**config.mk**
```make
export PLATFORM = sky130hd
export DESIGN_NAME = qword_mover
export DESIGN_NICKNAME = d
export VERILOG_FILES = /design/src/rtl/qw_pkg.sv /design/src/rtl/qw_addr_gen.sv /design/src/rtl/qw_seq.sv /design/src/rtl/qw_capture.sv /design/src/rtl/qword_mover.sv
export SDC_FILE = /design/constraint.sdc
export NUM_CORES = 1
export LEC_CHECK = 0
export ABC_AREA = 1
export CORE_MARGIN = 2
export CORE_UTILIZATION = 31
export CTS_CLUSTER_DIAMETER = 100
export DETAILED_ROUTE_END_ITERATION = 16
export PLACE_DENSITY = 0.59
export SLEW_MARGIN = 20
export SYNTH_ARGS = -nofsm -noshare
export SYNTH_HDL_FRONTEND = slang
export SYNTH_SLANG_ARGS = --single-unit
```
**constraint.sdc**
```tcl
create_clock -name clk -period 2 [get_ports clk]
set_input_delay 0.6 -clock clk [delete_from_list [all_inputs] [get_ports clk]]
set_output_delay 0.6 -clock clk [all_outputs]
set_load 0.05 [all_outputs]
```
**src/rtl/qw_pkg.sv**
```systemverilog
package qw_pkg;
   typedef enum logic [1:0] {
      QW_IDLE = 2'd0,
      QW_LO   = 2'd1,
      QW_HI   = 2'd2,
      QW_FIN  = 2'd3
   } qw_state_e;
endpackage

```
**src/rtl/qw_addr_gen.sv**
```systemverilog
module qw_addr_gen #(
   parameter int AW    = 32,
   parameter int OFS_W = 16,
   parameter int DW    = 64
) (
   input  logic             clk,
   input  logic             rst_n,
   input  logic             load,
   input  logic [AW-1:0]    base,
   input  logic [OFS_W-1:0] ofs,
   output logic [AW-1:0]    lo_addr,
   output logic [AW-1:0]    hi_addr
);
   localparam int STEP  = DW / 8;
   localparam int LOW_B = $clog2(2 * STEP);

   logic [AW-1:0] ofs_ext;
   logic [AW-1:0] sum;
   logic [AW-1:0] aligned;
   logic [AW-1:0] lo_q;

   generate
      if (AW < OFS_W) begin : g_bad_width
         $error("qw_addr_gen: AW must be at least OFS_W");
      end
      if (AW > OFS_W) begin : g_sext
         assign ofs_ext = {{(AW-OFS_W){ofs[OFS_W-1]}}, ofs};
      end else begin : g_same
         assign ofs_ext = ofs[AW-1:0];
      end
   endgenerate

   assign sum     = base + ofs_ext;
   assign aligned = {sum[AW-1:LOW_B], {LOW_B{1'b0}}};

   always_ff @(posedge clk or negedge rst_n) begin
      if (!rst_n)    lo_q <= '0;
      else if (load) lo_q <= aligned;
   end

   assign lo_addr = lo_q;
   assign hi_addr = lo_q + AW'(STEP);
endmodule

```
**src/rtl/qw_seq.sv**
```systemverilog
module qw_seq
   import qw_pkg::*;
(
   input  logic      clk,
   input  logic      rst_n,
   input  logic      start,
   input  logic      is_store,
   input  logic      mem_ready,
   input  logic      rsp_valid,
   output qw_state_e state,
   output logic      issue,
   output logic      beat_hi,
   output logic [1:0] cap
);
   qw_state_e st_q, st_d;
   logic      pend_q, pend_d;

   always_comb begin
      st_d   = st_q;
      pend_d = pend_q;
      unique case (st_q)
         QW_IDLE: if (start) begin
            st_d   = QW_LO;
            pend_d = 1'b0;
         end
         QW_LO, QW_HI: begin
            if (!pend_q) begin
               if (mem_ready) begin
                  if (is_store) st_d = (st_q == QW_LO) ? QW_HI : QW_FIN;
                  else          pend_d = 1'b1;
               end
            end else if (rsp_valid) begin
               pend_d = 1'b0;
               st_d   = (st_q == QW_LO) ? QW_HI : QW_FIN;
            end
         end
         QW_FIN: st_d = QW_IDLE;
         default: st_d = QW_IDLE;
      endcase
   end

   always_ff @(posedge clk or negedge rst_n) begin
      if (!rst_n) begin
         st_q   <= QW_IDLE;
         pend_q <= 1'b0;
      end else begin
         st_q   <= st_d;
         pend_q <= pend_d;
      end
   end

   assign state   = st_q;
   assign issue   = ((st_q == QW_LO) || (st_q == QW_HI)) && !pend_q;
   assign beat_hi = (st_q == QW_HI);
   assign cap[0]  = pend_q && rsp_valid && (st_q == QW_LO);
   assign cap[1]  = pend_q && rsp_valid && (st_q == QW_HI);
endmodule

```
**src/rtl/qw_capture.sv**
```systemverilog
module qw_capture #(
   parameter int DW    = 64,
   parameter int IDX_W = 5,
   parameter int BEATS = 2
) (
   input  logic                clk,
   input  logic                rst_n,
   input  logic                load,
   input  logic                store_in,
   input  logic [IDX_W-1:0]    dst_in,
   input  logic [BEATS*DW-1:0] wdata_in,
   input  logic                beat_sel,
   input  logic [BEATS-1:0]    cap,
   input  logic [DW-1:0]       rsp_data,
   output logic                store_q,
   output logic [IDX_W-1:0]    dst_q,
   output logic [DW-1:0]       beat_wdata,
   output logic [BEATS*DW-1:0] rdata
);
   logic [BEATS*DW-1:0] wdata_q;

   generate
      if (BEATS != 2) begin : g_bad_beats
         $error("qw_capture: exactly two beats are supported");
      end
      for (genvar b = 0; b < BEATS; b++) begin : g_beat
         always_ff @(posedge clk or negedge rst_n) begin
            if (!rst_n)      rdata[b*DW +: DW] <= '0;
            else if (cap[b]) rdata[b*DW +: DW] <= rsp_data;
         end
      end
   endgenerate

   always_ff @(posedge clk or negedge rst_n) begin
      if (!rst_n) begin
         store_q <= 1'b0;
         dst_q   <= '0;
         wdata_q <= '0;
      end else if (load) begin
         store_q <= store_in;
         dst_q   <= dst_in;
         wdata_q <= wdata_in;
      end
   end

   assign beat_wdata = beat_sel ? wdata_q[DW +: DW] : wdata_q[0 +: DW];
endmodule

```
**src/rtl/qword_mover.sv**
```systemverilog
module qword_mover
   import qw_pkg::*;
#(
   parameter int AW    = 32,
   parameter int DW    = 64,
   parameter int OFS_W = 16,
   parameter int IDX_W = 5
) (
   input  logic              clk,
   input  logic              rst_n,
   input  logic              req_valid,
   output logic              req_ready,
   input  logic [AW-1:0]     req_base,
   input  logic [OFS_W-1:0]  req_ofs,
   input  logic              req_store,
   input  logic [IDX_W-1:0]  req_dst,
   input  logic [2*DW-1:0]   req_wdata,
   output logic              busy,
   output logic              mem_req_valid,
   input  logic              mem_req_ready,
   output logic [AW-1:0]     mem_req_addr,
   output logic              mem_req_write,
   output logic [DW-1:0]     mem_req_wdata,
   input  logic              mem_rsp_valid,
   input  logic [DW-1:0]     mem_rsp_data,
   output logic              rf_we,
   output logic [IDX_W-1:0]  rf_idx,
   output logic [2*DW-1:0]   rf_wdata
);
   localparam int BEATS = 2;

   generate
      if (DW % 8 != 0) begin : g_bad_dw
         $error("qword_mover: DW must be a whole number of bytes");
      end
   endgenerate

   qw_state_e        state;
   logic             issue, beat_hi, accept, store_q;
   logic [BEATS-1:0] cap;
   logic [AW-1:0]    lo_addr, hi_addr;
   logic [IDX_W-1:0] dst_q;

   assign req_ready = (state == QW_IDLE);
   assign accept    = req_valid && req_ready;
   assign busy      = !req_ready;

   qw_addr_gen #(.AW(AW), .OFS_W(OFS_W), .DW(DW)) u_addr (
      .clk(clk), .rst_n(rst_n), .load(accept),
      .base(req_base), .ofs(req_ofs),
      .lo_addr(lo_addr), .hi_addr(hi_addr)
   );

   qw_seq u_seq (
      .clk(clk), .rst_n(rst_n), .start(accept), .is_store(store_q),
      .mem_ready(mem_req_ready), .rsp_valid(mem_rsp_valid),
      .state(state), .issue(issue), .beat_hi(beat_hi), .cap(cap)
   );

   qw_capture #(.DW(DW), .IDX_W(IDX_W), .BEATS(BEATS)) u_cap (
      .clk(clk), .rst_n(rst_n), .load(accept),
      .store_in(req_store), .dst_in(req_dst), .wdata_in(req_wdata),
      .beat_sel(beat_hi), .cap(cap), .rsp_data(mem_rsp_data),
      .store_q(store_q), .dst_q(dst_q),
      .beat_wdata(mem_req_wdata), .rdata(rf_wdata)
   );

   assign mem_req_valid = issue;
   assign mem_req_addr  = beat_hi ? hi_addr : lo_addr;
   assign mem_req_write = store_q;
   assign rf_we         = (state == QW_FIN) && !store_q && (dst_q != '0);
   assign rf_idx        = dst_q;
endmodule

```
# Word-level counts from Yosys, hierarchy flattened
# Cells that the tools add are included.
# totals
register_bits	293
inputBits	251
output_inout_bits	234
elab_cells	49
# op_classes
add_sub_neg	2
n_eq_ne	7
n_mux	15
reduce_logical	17
# ops
cell	n
64-bit 2-to-1 mux	1
32-bit adder	1
32-bit by 4-bit adder with 32-bit output, second input constant	1
32-bit 2-to-1 mux	1
2-bit 2-to-1 mux	5
1-bit logical AND	7
1-bit 2-to-1 mux	6
2-bit one-hot mux with 3 select lines	1
5-bit nonzero test	1
2-bit equality test, second input constant	2
4-bit AND reduction	1
1-bit logical NOT	3
3-bit by 1-bit != test with 1-bit output, second input constant	1
3-bit by 2-bit != test with 1-bit output, second input constant	1
3-bit != test, second input constant	1
2-bit by 1-bit equality test with 1-bit output, second input constant	1
2-bit logical NOT	1
2-bit by 1-bit != test with 1-bit output, second input constant	1
1-bit one-hot mux with 2 select lines	1
2-bit AND reduction	1
2-bit nonzero test	1
2-bit OR reduction	1
1-bit logical OR	1

# Logic depth before layout (Yosys ltp)
# Gate-level depths: netlist (run 1).
# depth
depth_word	6
mapped_depth	14
mapped_depth_nobuf	14

# Cells and area by module
# A second synthesis (run 1) with hierarchy kept.
# unflattened
hier_cells	2103
area_unflattened_um2	15223.4
# modules_own_cells
mod	n_inst	cells_each	area_each_um2
qw_capture	1	1312	10630.2
qw_addr_gen	1	638	3679.8
qword_mover	1	115	659.4
qw_seq	1	38	254.0

# Worst setup path before layout (run 1)
# OpenSTA, ideal clock, no wires.
# synth_timing
kind	register to output
from	reg u_seq.st_q[0], in the netlist u_seq.state[0]
to	out mem_req_wdata[57]
t_arrival_ps	2100
path_slack_ps	-700
path_stages_with_launch	6
n_path_buf	2
path_cell_list	dfrtp_1 > inv_1 > ha_1 > buf_2 > clkbuf_1 > o21ai_0
# synth_between
elab_chain_cells	2
# synth_rtl
item	line	rtl
start: declaration	qw_seq.sv:15	qw_state_e st_q, st_d;
start signal: assignment	qw_seq.sv:47	st_q <= st_d;
2-bit equality test	qw_seq.sv:54	assign beat_hi = (st_q == QW_HI);
net beat_hi	qword_mover.sv:39	logic issue, beat_hi, accept, store_q;
64-bit 2-to-1 mux	qw_capture.sv:46	assign beat_wdata = beat_sel ? wdata_q[DW +: DW] : wdata_q[0 +: DW];
end: declaration	qword_mover.sv:23	output logic [DW-1:0] mem_req_wdata,
# The timed path passes the listed nets, and every way through them passes these cells.

# Worst setup path after layout (run 1)
# layout_timing
from	reg u_seq.st_q[0], in the netlist u_seq.state[0]
to	out mem_req_wdata[37]
# layout_between
elab_chain_cells	2
# layout_rtl
item	line
2-bit equality test	qw_seq.sv:54
64-bit 2-to-1 mux	qw_capture.sv:46
# No other way between the ends.

==> flow_summary.toml, run 1 <==
[status]
outcome = "finished with violations"
violations = "setup timing"

[sta]
finClkSkew_ns = 0.0156
layout_min_cycle_time_ns = 2.59
rsz0062_at_grt = "yes"
hold_violations = 0
setup_ws_ns = -0.588
final-setup-viol-count = 121
drv_slew = 0
finalCritPeriodShare_pct = 129
timing.fmax_mhz = 386

[placed_design]
detailed_place_hpwl_mm = 36.7
port_buffers = 481
place_area_mm2 = 0.0211
place_congestion = 0.857
post-place-cells = 2923

[synth]
yosysUniqueCellTypes = 35
yosys.area.top_type = "dfrtp_1"
synth_warnings = 0
synth_commonest_cells = "nand2_1 (743), dfrtp_1 (293), o21ai_0 (262)"
seq_area_frac_synth_pct = 52.2
ys.flop_type = "dfrtp_1"
synthCells = 1823
yosys.cell_count.top_type = "nand2_1"
synth.top_cells.by_area = "dfrtp_1 (52%), nand2_1 (20%), o21ai_0 (9.3%)"
synth_edf_count = 0
syn_area_per_cell_um2 = 7.70
synth_top_area_share_pct = 52.2
synth_seq_cells = 293
async_reset_ff_share_pct = 100
syn_area_mm2 = 0.0140

[die]
initial_utilization_pct = 31.6
ios = 485
fp-row-count = 77
dieArea_mm2 = 0.0470
die_w_um = 217
dieHeight_um = 217
design.core.area_mm2 = 0.0444

[clocking]
cts_tree = "done"
path_clk_slew_ns = 0.06
cts_made_buffers = 36
cts_num_sinks = 293
clock_path_buffers = 3
insertion_delay_ns = 0.54
clockRootBuffer = "clkbuf_16"
cts.htree.levels = 2

[critical_path]
required_ns = 1.40
crit_type = "flop to output port"
cp-start-kind = "flop"
worstReg2RegStart = "u_seq.state[0]$_DFFE_PN0P_"
reg2reg_slack_ns = -0.07
crit_path_max_fanout = 8
crit_start = "u_seq.state[0]$_DFFE_PN0P_"
critPathArrivalTime_ns = 1.99
crit_path_end_kind = "output port"

[final_layout]
nFillCells = 4074
syn2layout_area_growth_pct = 67.4
stdcell_count = 3030
utilization_pct = 52.9
finalNetCount = 2691
fin_area_mm2 = 0.0235
layout-drive-gt1-share_pct = 24.6

[routing]
drt_iter0_markers = 797
via_per_inst = 4.49
first_pass_iters = 5
ant_nets = 0
wl_per_cell_um = 16.6
finalWirelength_mm = 50.2
num_vias = 13614
drcViolationCount = 0

[global_route]
grt_usage_pct = 21.0
grt_pass1_wl_mm = 77.2
grt_start_max_net_pins = 92
grt_remaining_overflow = 0
grt_pass1_vias = 13657
antenna_found_initial = 4

[power]
p_switching_mw = 19.2
p_comb_share_pct = 59.7
power_frac_clock_pct = 15.7
swShare_pct = 46.7
ir_worst_vdd_v = 0.00102
power_frac_seq_pct = 24.6
powerDensity_mw_per_mm2 = 1750
p_leak_nw = 12.0
p_int_mw = 21.9

[hold_path]
hold_class = "flop to flop"
hold_start = "u_cap.wdata_q[88]$_DFFE_PN0P_"

[run]
drv_cap = 0
-- routing by layer --
metal,vias to the layer above,part of all wire (%),global-route usage (%)
li1,6755,-,-
met1,6381,43,27.2
met2,390,48,34.5
met3,88,6.0,4.04
met4,0,3.6,8.26
met5,-,0,0
-- worst max-delay path, cell delays in order, from the launching register on --
cell	delay (ns)
dfrtp_1	0.37
inv_2	0.06
ha_4	0.18
buf_6	0.13
buf_12	0.13
buf_16	0.14
buf_4	0.14
o21ai_4	0.14
buf_12	0.15
-- power groups by stage --
stage                     Sequential [mW]  Clock, mW  Combinational [mW]
after floorplan                      14.7          0                8.56
after global placement               9.91          0                22.9
after detailed placement             9.97          0                23.1
after CTS                            9.99       6.66                24.4
after global routing                 10.4       6.90                25.8
final                                10.1       6.46                24.5
-- state kept, by name, indices dropped and copies added (netlist names) --
register and flops:
u_cap.wdata_q 128, u_seq.pend_q 1, u_cap.rdata 128, u_cap.dst_q 5, u_addr.lo_addr 28, u_seq.state 2, u_cap.store_q 1
-- kinds of logic after synthesis --
group | share of synthesized area [%]
DFF | 52.2
xor gates and xnor gates | 0.811
AOI/OAI and AO/OA | 10.8
other | 0.0267
adders and majority gates | 3.03
buffers and inverters | 9.39
and+or+nand+nor | 23.7
-- per-stage QoR --
stage	setup TNS [ns]	power [mW]	worst slack [ns]	hold WS (ns)
global route	-44.40	43.1	-0.643	0.502
finish	-34.93	41.1	-0.588	0.479
detailed placement	-12.65	33.1	-0.557	0.465
global placement	-12.21	32.8	-0.556	0.462
floorplan	-2.91	23.3	-0.0649	0.304
CTS	-35.28	41.0	-0.627	0.481
-- placed cells by master, fill, tap and decap left out, types with 6 or more instances in the layout --
cell and count:
clkbuf_8 8, o21ai_1 9, o21ai_0 197, nand3_1 34, clkinv_2 7, buf_4 250, nand2_2 24, xnor2_1 13
o21ai_4 51, buf_8 9, inv_2 6, ha_1 19, nand2_4 28, clkbuf_16 37, nor2_2 7, dfrtp_1 290
nor2_1 34, buf_6 11, inv_1 247, a21oi_1 20, ha_4 11, nand2_1 699, o21ai_2 13, buf_12 99
clkbuf_1 8, clkdlybuf4s50_1 247
-- what timing repair did --
action	in CTS	in global routing
resized for setup	85	94
gates cloned	9	1
pin swaps	31	17
buffers inserted	21	14
endpoints found under the hold margin	34	0
endpoints found under the setup margin	69	84
hold buffers	1	0
-- final timing paths --
kind / end / cells past startpoint
min in group asynchronous: u_cap.rdata[55]$_DFFE_PN0P_ / 2
setup reg to reg: u_cap.rdata[110]$_DFFE_PN0P_ / 12
max in group asynchronous: u_cap.rdata[100]$_DFFE_PN0P_ / 3
hold reg to reg: u_cap.wdata_q[88]$_DFFE_PN0P_ / 2
setup / recovery: mem_req_wdata[37] / 8
hold / removal: u_cap.wdata_q[88]$_DFFE_PN0P_ / 2
-- area by class of cell --
type | instances | area, µm² | area share, %
Clock buffer | 52 | 1040 | 4.43
Clock inverter | 14 | 139 | 0.591
Multi-Input combinational cell | 1194 | 6480 | 27.6
Antenna cell | 4 | 10.0 | 0.0426
Sequential cell | 293 | 7340 | 31.2
Tap cell | 592 | 741 | 3.15
Inverter | 257 | 980 | 4.17
Timing Repair Buffer | 624 | 6770 | 28.8
Note: power is estimated with default switching activity, not from simulation.
==> run 2: changes to the inputs <==
--- a/config.mk
+++ b/config.mk
@@ -6,9 +6,8 @@
 export NUM_CORES = 1
 export LEC_CHECK = 0
 export ABC_AREA = 1
-export CORE_MARGIN = 2
 export CORE_UTILIZATION = 31
-export CTS_CLUSTER_DIAMETER = 100
+export CTS_CLUSTER_DIAMETER = 120
 export DETAILED_ROUTE_END_ITERATION = 16
 export PLACE_DENSITY = 0.59
 export SLEW_MARGIN = 20
==> run 2 against run 1 <==
  * The run still ends with setup timing left
  * Hold slack got worse by 0.47 ns
  * Non-clock buffer count shrank 33
  * Sequential share of layout area is 0.54 points higher
  * Final area fell by 1.7%
  * Clock power decreased by 2%
  * Core utilization down 0.90 points
  * Clock-buffer cell count unchanged
  * Flip-flop and latch count unchanged
  * Largest cell class unchanged
==> flow_summary.toml, run 2 (synthesis gave the netlist of run 1 again) <==
[power]
p_leak_nw = 11.6
ir_worst_vdd_v = 0.00104
powerDensity_mw_per_mm2 = 1740
finalPower_mw = 40.1

[clocking]
cts_num_sinks = 293
cts_made_buffers = 36
clockRootBuffer = "clkbuf_16"
ctsHoldBuffers = 0
insertion_delay_ns = 0.54
clock_path_buffers = 3
cts.htree.levels = 2
cts_tree = "done"
path_clk_slew_ns = 0.05

[sta]
final-setup-viol-count = 69
setup_ws_ns = -0.522
holdWs_ns = 0.0130
finalCritPeriodShare_pct = 126
setup_tns_ns = -29.28
rsz0062_at_grt = "yes"
finClkSkew_ns = 0.00968
hold_violations = 0
slew_headroom_pct = 65.8
drv_slew = 0
tightest_slew_ns = 0.513
layout_min_cycle_time_ns = 2.52
timing.fmax_mhz = 397

[critical_path]
crit_type = "flop to output port"
cp-start-kind = "flop"
crit_path_end_kind = "output port"
rr_worst_depth = 11
path_buf_inv = 4
timing.critical_path.mode_cell = "buf_12"
crit_path_max_fanout = 7
worstReg2RegStart = "u_seq.state[1]$_DFFE_PN0P_"
critPathArrivalTime_ns = 1.92
slowest_delay_ns = 0.41
r2r_end = "u_addr.lo_addr[23]$_DFFE_PN0P_"
reg2reg_slack_ns = 0.10
required_ns = 1.40
cp_slowest_cell = "dfrtp_1"
cp_cell_sequence = "ha_4, buf_12, buf_12, buf_6, o21ai_4, buf_12"
path_delay_family = "buffers and inverters"

[die]
initial_utilization_pct = 31.6
design.core.area_mm2 = 0.0444
dieHeight_um = 215
dieArea_mm2 = 0.0461
fp-row-count = 77
die_w_um = 215
ios = 485

[final_layout]
layout-drive-gt1-share_pct = 23.1
mostFrequentLayoutCell = "nand2_1"
seq_area_mm2 = 0.00734
multiInputGateArea_mm2 = 0.00648
finalNetCount = 2658
final_cell_mix = "nand2_1 (712), dfrtp_1 (290), inv_1 (248), clkdlybuf4s50_1 (248), buf_4 (231)"
syn2layout_area_growth_pct = 64.6
nFillCells = 4107

[routing]
drt_iter0_markers = 906
finalWirelength_mm = 48.9
first_pass_iters = 5
num_vias = 13491
drcViolationCount = 0
wl_per_cell_um = 16.3
via_per_inst = 4.51
ant_nets = 0

[global_route]
grt_start_max_net_pins = 75
grt_remaining_overflow = 0
grtUsageMet3_pct = 3.81
grt_pass1_vias = 13401
grt.met2_usage_pct = 35.1
grt_use_met1_pct = 27.1
antenna_found_initial = 5
grt_usage_pct = 21.0
busiest_layer = "met2"
grt_pass1_wl_mm = 76.1

[run]
drv_cap = 0

[status]
violations = "setup timing"
outcome = "finished with violations"

[placed_design]
place_congestion = 0.874
port_buffers = 481
post-place-ws_ns = -0.587
detailed_place_hpwl_mm = 36.1

[hold_path]
hold_class = "input pin to async pin"
-- run 2: worst max path at each step --
stage / end / cells past startpoint / start / slack, ns
floorplan: mem_req_wdata[10] / 4 / u_seq.state[0]$_DFFE_PN0P_ / -0.06
global placement: u_addr.lo_addr[29]$_DFFE_PN0P_ / 11 / req_ofs[15] / -0.54
detailed placement: u_addr.lo_addr[28]$_DFFE_PN0P_ / 11 / req_ofs[15] / -0.59
CTS: mem_req_wdata[60] / 6 / u_seq.state[1]$_DFFE_PN0P_ / -0.57
global route: mem_req_wdata[3] / 7 / u_seq.state[0]$_DFFE_PN0P_ / -0.59
finish: mem_req_wdata[60] / 6 / u_seq.state[1]$_DFFE_PN0P_ / -0.52
-- run 2: final cells by class --
cell class / instances / area share, %
Sequential cell: 293 / 31.8
Antenna cell: 5 / 0.0542
Timing Repair Buffer: 591 / 27.8
Multi-Input combinational cell: 1194 / 28.1
Clock buffer: 52 / 4.52
Inverter: 257 / 4.22
Clock inverter: 9 / 0.412
Tap cell: 592 / 3.21
-- run 2: what timing repair did --
| item | in CTS | in global routing |
|---|---|---|
| gates resized for setup | 63 | 55 |
| setup endpoints to repair | 70 | 87 |
| gates cloned | 7 | 1 |
| setup buffers | 10 | 6 |
| pin swaps | 22 | 4 |
-- run 2: routing by layer --
metal	vias up	wire length, µm
met5	-	0
met4	0	1340
met3	72	2530
met2	360	23500
met1	6361	21500
li1	6698	-
-- run 2: worst reg2reg max path: cells and delay by family (launching register included) --
family	cells	cell delay, ns
flip-flops	1	0.41
AND/OR/NAND/NOR	3	0.36
buffers and inverters	7	0.91
adder cells (fa/ha/maj)	1	0.15
-- run 2: power breakdown --
group	switching (mW)	leakage (nW)	internal [mW]
Clock	2.57	0.542	3.76
Combinational	14.8	7.35	9.05
Sequential	1.39	3.68	8.60
Total	18.7	11.6	21.4
-- run 2: through the flow --
stage / utilization (%) / area, µm² / std cells
finish: 52.0 / 23100 / 2993
floorplan: - / 14600 / 1825
detailed placement: 47.2 / 21000 / 2904
CTS: 51.1 / 22700 / 2982
global route: 52.0 / 23100 / 2993
global placement: 47.2 / 21000 / 2904
